$ cat config.mk
export PLATFORM = sky130hd
export DESIGN_NAME = dd_fault_eval
export DESIGN_NICKNAME = d
export VERILOG_FILES = /design/src/rtl/dd_pkg.sv /design/src/rtl/dd_succ_sel.sv /design/src/rtl/dd_term_alu.sv /design/src/rtl/dd_fault_eval.sv
export SDC_FILE = /design/constraint.sdc
export NUM_CORES = 1
export LEC_CHECK = 0
export BUFFER_PORTS_ARGS = -buffer_cell sky130_fd_sc_hd__buf_2
export CORE_AREA = 3 3 161 163
export DETAILED_ROUTE_END_ITERATION = 8
export DIE_AREA = 0 0 164 166
export SYNTH_ARGS = -nofsm -noshare
export SYNTH_HDL_FRONTEND = slang
export SYNTH_SLANG_ARGS = --single-unit
$ cat constraint.sdc
create_clock -name clk -period 4.5 [get_ports clk]
set_input_delay 0.675 -clock clk [delete_from_list [all_inputs] [get_ports clk]]
set_output_delay 0.675 -clock clk [all_outputs]
set_load 0.02 [all_outputs]
$ cat src/rtl/dd_pkg.sv
package dd_pkg;
   localparam int OP_W = 3;

   typedef enum logic [OP_W-1:0] {
      TOP_ZERO   = 3'd0,
      TOP_PASS_A = 3'd1,
      TOP_PASS_B = 3'd2,
      TOP_PASS_I = 3'd3,
      TOP_ADD_AB = 3'd4,
      TOP_ADD_IB = 3'd5,
      TOP_MUL_AB = 3'd6,
      TOP_MUL_IB = 3'd7
   } term_op_e;

   typedef enum logic [1:0] {
      FK_NONE   = 2'd0,
      FK_STUCK  = 2'd1,
      FK_BROKEN = 2'd2,
      FK_REDIR  = 2'd3
   } flt_kind_e;

   typedef enum logic {
      WS_IDLE = 1'b0,
      WS_WALK = 1'b1
   } walk_state_e;
endpackage

$ cat src/rtl/dd_succ_sel.sv
module dd_succ_sel
   import dd_pkg::*;
#(
   parameter int PTR_W = 4,
   parameter int VAL_W = 2,
   localparam int ARITY = 1 << VAL_W
) (
   input  logic [ARITY*PTR_W-1:0] succ_flat,
   input  logic [VAL_W-1:0]       var_val,
   input  logic [PTR_W-1:0]       cur_ptr,
   input  flt_kind_e              flt_kind,
   input  logic [PTR_W-1:0]       flt_node,
   input  logic [VAL_W-1:0]       flt_from,
   input  logic [VAL_W-1:0]       flt_to,
   output logic [PTR_W-1:0]       next_ptr,
   output logic                   edge_broken
);
   logic [PTR_W-1:0] succ_arr [ARITY];
   logic [VAL_W-1:0] eff_val;
   logic             hit;

   for (genvar v = 0; v < ARITY; v++) begin : g_unpack
      assign succ_arr[v] = succ_flat[v*PTR_W +: PTR_W];
   end

   assign hit = (flt_node == cur_ptr);

   always_comb begin
      eff_val     = var_val;
      edge_broken = 1'b0;
      if (hit) begin
         case (flt_kind)
            FK_STUCK:  eff_val = flt_from;
            FK_BROKEN: edge_broken = (var_val == flt_from);
            FK_REDIR:  if (var_val == flt_from) eff_val = flt_to;
            default:   eff_val = var_val;
         endcase
      end
   end

   assign next_ptr = succ_arr[eff_val];
endmodule

$ cat src/rtl/dd_term_alu.sv
module dd_term_alu
   import dd_pkg::*;
#(
   parameter int WIDTH = 8
) (
   input  term_op_e         op,
   input  logic [WIDTH-1:0] opa,
   input  logic [WIDTH-1:0] opb,
   input  logic [WIDTH-1:0] opi,
   output logic [WIDTH-1:0] y
);
   always_comb begin
      case (op)
         TOP_ZERO:   y = '0;
         TOP_PASS_A: y = opa;
         TOP_PASS_B: y = opb;
         TOP_PASS_I: y = opi;
         TOP_ADD_AB: y = opa + opb;
         TOP_ADD_IB: y = opi + opb;
         TOP_MUL_AB: y = opa * opb;
         TOP_MUL_IB: y = opi * opb;
         default:    y = '0;
      endcase
   end
endmodule

$ cat src/rtl/dd_fault_eval.sv
module dd_fault_eval
   import dd_pkg::*;
#(
   parameter int WIDTH     = 8,
   parameter int NODES     = 16,
   parameter int NVARS     = 4,
   parameter int VAL_W     = 2,
   parameter int MAX_STEPS = 16,
   localparam int PTR_W    = $clog2(NODES),
   localparam int ARITY    = 1 << VAL_W,
   localparam int VSEL_W   = $clog2(NVARS),
   localparam int OP_LO    = ARITY * PTR_W,
   localparam int VAR_LO   = OP_LO + OP_W,
   localparam int TERM_BIT = VAR_LO + VSEL_W,
   localparam int NODE_W   = TERM_BIT + 1,
   localparam int CNT_W    = $clog2(MAX_STEPS)
) (
   input  logic                    clk,
   input  logic                    rst_n,
   input  logic                    start,
   input  logic [NODES*NODE_W-1:0] node_tbl,
   input  logic [NVARS*VAL_W-1:0]  ctrl_vals,
   input  logic [WIDTH-1:0]        data_a,
   input  logic [WIDTH-1:0]        data_b,
   input  logic [WIDTH-1:0]        data_in,
   input  logic [1:0]              flt_kind,
   input  logic [PTR_W-1:0]        flt_node,
   input  logic [VAL_W-1:0]        flt_from,
   input  logic [VAL_W-1:0]        flt_to,
   output logic                    busy,
   output logic                    done,
   output logic                    err,
   output logic [WIDTH-1:0]        result,
   output logic [PTR_W-1:0]        term_idx
);
   if (NODES < 2 || (1 << PTR_W) != NODES) begin : g_bad_nodes
      $error("NODES must be a power of two of at least 2");
   end
   if (NVARS < 2 || (1 << VSEL_W) != NVARS) begin : g_bad_vars
      $error("NVARS must be a power of two of at least 2");
   end
   if (MAX_STEPS < 2 || (1 << CNT_W) != MAX_STEPS) begin : g_bad_steps
      $error("MAX_STEPS must be a power of two of at least 2");
   end
   if (VAL_W < 1 || WIDTH < 1) begin : g_bad_width
      $error("VAL_W and WIDTH must be positive");
   end

   walk_state_e             state;
   logic [PTR_W-1:0]        cur_ptr;
   logic [CNT_W-1:0]        step_cnt;
   logic [NODE_W-1:0]       cur_word;
   logic                    cur_is_term;
   logic [VSEL_W-1:0]       cur_var;
   term_op_e                cur_op;
   logic [ARITY*PTR_W-1:0]  cur_succ;
   logic [VAL_W-1:0]        cur_val;
   logic [VAL_W-1:0]        var_arr [NVARS];
   logic [PTR_W-1:0]        next_ptr;
   logic                    edge_broken;
   logic [WIDTH-1:0]        alu_y;
   logic                    step_last;

   for (genvar k = 0; k < NVARS; k++) begin : g_vars
      assign var_arr[k] = ctrl_vals[k*VAL_W +: VAL_W];
   end

   assign cur_word    = node_tbl[cur_ptr*NODE_W +: NODE_W];
   assign cur_is_term = cur_word[TERM_BIT];
   assign cur_var     = cur_word[VAR_LO +: VSEL_W];
   assign cur_op      = term_op_e'(cur_word[OP_LO +: OP_W]);
   assign cur_succ    = cur_word[ARITY*PTR_W-1:0];
   assign cur_val     = var_arr[cur_var];
   assign step_last   = (step_cnt == CNT_W'(MAX_STEPS - 1));

   dd_succ_sel #(.PTR_W(PTR_W), .VAL_W(VAL_W)) succ_i (
      .succ_flat   (cur_succ),
      .var_val     (cur_val),
      .cur_ptr     (cur_ptr),
      .flt_kind    (flt_kind_e'(flt_kind)),
      .flt_node    (flt_node),
      .flt_from    (flt_from),
      .flt_to      (flt_to),
      .next_ptr    (next_ptr),
      .edge_broken (edge_broken)
   );

   dd_term_alu #(.WIDTH(WIDTH)) alu_i (
      .op  (cur_op),
      .opa (data_a),
      .opb (data_b),
      .opi (data_in),
      .y   (alu_y)
   );

   always_ff @(posedge clk or negedge rst_n) begin
      if (!rst_n) begin
         state    <= WS_IDLE;
         cur_ptr  <= '0;
         step_cnt <= '0;
         done     <= 1'b0;
         err      <= 1'b0;
         result   <= '0;
         term_idx <= '0;
      end else begin
         done <= 1'b0;
         err  <= 1'b0;
         case (state)
            WS_IDLE: begin
               if (start) begin
                  state    <= WS_WALK;
                  cur_ptr  <= '0;
                  step_cnt <= '0;
               end
            end
            default: begin
               if (cur_is_term) begin
                  result   <= alu_y;
                  term_idx <= cur_ptr;
                  done     <= 1'b1;
                  state    <= WS_IDLE;
               end else if (edge_broken || step_last) begin
                  done  <= 1'b1;
                  err   <= 1'b1;
                  state <= WS_IDLE;
               end else begin
                  cur_ptr  <= next_ptr;
                  step_cnt <= step_cnt + 1'b1;
               end
            end
         endcase
      end
   end

   assign busy = (state == WS_WALK);


   done_pulse_chk: assert property (@(posedge clk) disable iff (!rst_n)
      done |=> !done);

   start_accept_chk: assert property (@(posedge clk) disable iff (!rst_n)
      (!busy && start) |=> busy);

   err_with_done_chk: assert property (@(posedge clk) disable iff (!rst_n)
      err |-> done);

   hold_on_err_chk: assert property (@(posedge clk) disable iff (!rst_n)
      err |-> ($stable(result) && $stable(term_idx)));

   result_quiet_chk: assert property (@(posedge clk) disable iff (!rst_n)
      !done |-> $stable(result));
endmodule

==> flow_metrics.env <==
export IMPL_fin_nets=1511
export IMPL_required_ns=4.62
export IMPL_p_leak_nw=4.49
export IMPL_power_total_mw=4.14
export IMPL_die_x_um=164
export IMPL_dr_total_vias=7229
export IMPL_status="finished, final reports clean"
export IMPL_muxShareOfSynthArea_pct=42.4
export IMPL_period_share_pct=94.9
export IMPL_clk_pin_slew_ns=0.06
export IMPL_overflow=0
export IMPL_synth_xor_xnor_area_share_pct=5.95
export IMPL_slew_viol_final=0
export IMPL_powerDensity_mw_per_mm2=442
export IMPL_routed_wirelength_um=33500
export IMPL_grt_pass1_vias=7461
export IMPL_synth_compound_area_share_pct=9.02
export IMPL_first_iter_violations=507
export IMPL_syn_num_nets=1095
export IMPL_synth_top_area_share_pct=36.7
export IMPL_rr_startpoint="cur_ptr[0]"
export IMPL_min_period_ns=4.27
export IMPL_clockRootBuffer="clkbuf_16"
export IMPL_cp_slowest_stage_delay_ns=0.54
export IMPL_core_mm2=0.0245
export IMPL_grt_pass1_wl_um=47500
export IMPL_antenna_found_initial=23
export IMPL_yosysSeqAreaShare_pct=8.68
export IMPL_clockBufferDepth=2
export IMPL_ant_nets=0
export IMPL_finalSetupTns_ns=0
export IMPL_crit_type="in2reg"
export IMPL_ios=412
export IMPL_avgSynthCellArea_um2=10.5
export IMPL_cts_htree_levels=1
export IMPL_synth_top_family_by_area="multiplexers"
export IMPL_cts_sinks=23
export IMPL_synth_area_mm2=0.00663
export IMPL_layout_common_cells="buf_2, mux4_2, nand2_1, inv_1, ha_1"
export IMPL_arrival_ns=4.39
export IMPL_cp_common_cell="fa_1"
export IMPL_cp_max_fo=7
export IMPL_ys_warn_count=0
export IMPL_ys_ff_latch=23
export IMPL_critPathCaptureType="register"
export IMPL_rsz0062_at_grt="false"
export IMPL_cp_slowest_cell="fa_1"
export IMPL_setup_viol=0
export IMPL_track_usage_pct=23.6
export IMPL_fmax_mhz=234
export IMPL_fillers=2502
export IMPL_start_kind="input pin"
export IMPL_pre_cts_ws_ns=-0.123
export IMPL_irDropWorstVdd_v=0.000202
export IMPL_port_buffers=411
export IMPL_rows=57
export IMPL_dr_pass1_iters=5
export IMPL_synthArstFlopShare_pct=100
export IMPL_synth_edff_count=0
export IMPL_grt_max_degree=46
export IMPL_die_h_um=166
export IMPL_via_per_inst=5.22
export IMPL_maxCapViolations=0
export IMPL_place_congestion=1.02
export IMPL_critical_path_buf_inv_count=4
export IMPL_hold_violations=0
export IMPL_setup_slack_ns=0.229
export IMPL_place_hpwl_um=29400
export IMPL_cts_tree="built"
export IMPL_synth_largest_area_cell="mux4_2"
export IMPL_clk_latency_ns=0.26
export IMPL_synthTopCellsByArea="mux4_2, dfrtp_1, fa_1, ha_1, nand2_1"
export IMPL_cts_buffers=3
export IMPL_areaGrowthSynthToFinish_pct=41.4
export IMPL_synth_simple_gate_area_share_pct=12.8
export IMPL_crit_start="data_b[2]"
export IMPL_worst_slew_pin_slew_ns=0.844
export IMPL_syn_inst=633
export IMPL_die_area_mm2=0.0272
export IMPL_max_slew_margin_rel_pct=43.7
export IMPL_start_util_pct=27.1
export IMPL_wl_per_cell_um=24.2
export IMPL_ys_flop_type="dfrtp_1"
export IMPL_crit_family="adder cells"
export IMPL_final_common_cell="buf_2"
export IMPL_layout_drive_gt1_share_pct=56.0
export IMPL_drc=0
export IMPL_hp_class="in2async"
export IMPL_worstPathCellList="buf_2, nand2_1, fa_1, fa_1, inv_1, fa_1, inv_1, fa_1, inv_1, ha_1, a21oi_2, xnor2_1, xnor2_1, mux2i_1, o21ai_0, a222oi_1, o21ai_1"
export IMPL_finClkSkew_ns=0.00385
export IMPL_ys_types=54
export IMPL_synthAdderAreaFrac_pct=15.1
==> per-layer routing <==
layer,part of all wire [%],up-vias,track usage (%)
met5,0.17,-,0
met4,2.1,10,5.00
met3,9.9,46,6.16
met2,49,388,39.9
met1,38,3546,30.4
li1,-,3239,-
==> Yosys cell counts, types with 5 or more instances <==
cell type	number
nand2_1	81
fa_1	25
inv_1	58
nor2_1	11
buf_2	12
o21ai_0	19
mux4_2	108
mux2_2	10
nor2b_1	5
xor2_1	14
and2_1	39
o211ai_1	7
a21o_1	7
nor3_1	7
mux2i_1	24
clkbuf_1	23
xnor2_1	31
a21oi_1	19
dfrtp_1	23
ha_1	40
==> power breakdown <==
part	switching [mW]	total, mW	internal [mW]	leakage, nW
registers	0.108	0.400	0.292	0.293
logic	1.81	3.54	1.74	4.16
clock network	0.0753	0.196	0.121	0.0382
total	1.99	4.14	2.15	4.49
==> final timing paths <==
check	slack [ns]	endpoint	cells after the start
max	0.23	result[7]	17
min	0.40	result[3]	1
max reg2reg	0.32	result[7]	16
min reg2reg	0.47	result[5]	2
max in group asynchronous	3.68	cur_ptr[1]	1
min in group clk	0.47	result[5]	2
==> repair_timing <==
| action | 4_1_cts | 5_1_grt |
|---|---|---|
| resized for setup | 0 | 7 |
| setup endpoints to repair | 0 | 1 |
| buffers inserted | 0 | 4 |
| hold endpoints to repair | 0 | 0 |
| hold buffers | 0 | 0 |
==> through the flow <==
stage / util (%) / cell area (um^2) / cells / hold slack [ns]
5_1_grt: 38.2 / 9360 / 1379 / 0.429
4_1_cts: 37.9 / 9280 / 1368 / 0.423
3_3_place_gp: 37.6 / 9200 / 1364 / 0.461
3_5_place_dp: 37.6 / 9200 / 1364 / 0.470
6_report: 38.3 / 9370 / 1385 / 0.398
2_1_floorplan: - / 6640 / 633 / 0.379
==> registers in the layout, summed over array words and instances, names as in the netlist <==
name,cells
step_cnt,4
cur_ptr,4
err,1
busy,1
result,8
done,1
term_idx,4
==> worst register-to-register path: cells and delay by family (launching register included) <==
family,cells,cell delay [ns]
AOI/OAI and AO/OA,8,1.39
muxes,3,1.38
DFF,1,0.42
buffers and inverters,2,0.32
adders and majority gates,1,0.27
and+or+nand+nor,1,0.17
xor gates and xnor gates,1,0.09
==> cells by family (layout without fill, tap and decap cells) <==
family	Yosys count	count (layout)
compound gates	86	86
xor+xnor	45	45
fa+ha+maj	65	65
buf+inv	101	516
flops	23	23
mux	144	144
other cells	0	13
simple gates	169	169
==> cell type report <==
class	count	area [um^2]	area share, %
Clock buffer	4	78.8	0.841
Sequential cell	23	587	6.26
Multi-Input combinational cell	509	5660	60.4
Timing Repair Buffer	451	2370	25.3
Tap cell	324	405	4.33
Inverter	61	229	2.44
Antenna cell	13	32.5	0.347
Power figures use the tool's default switching activity.
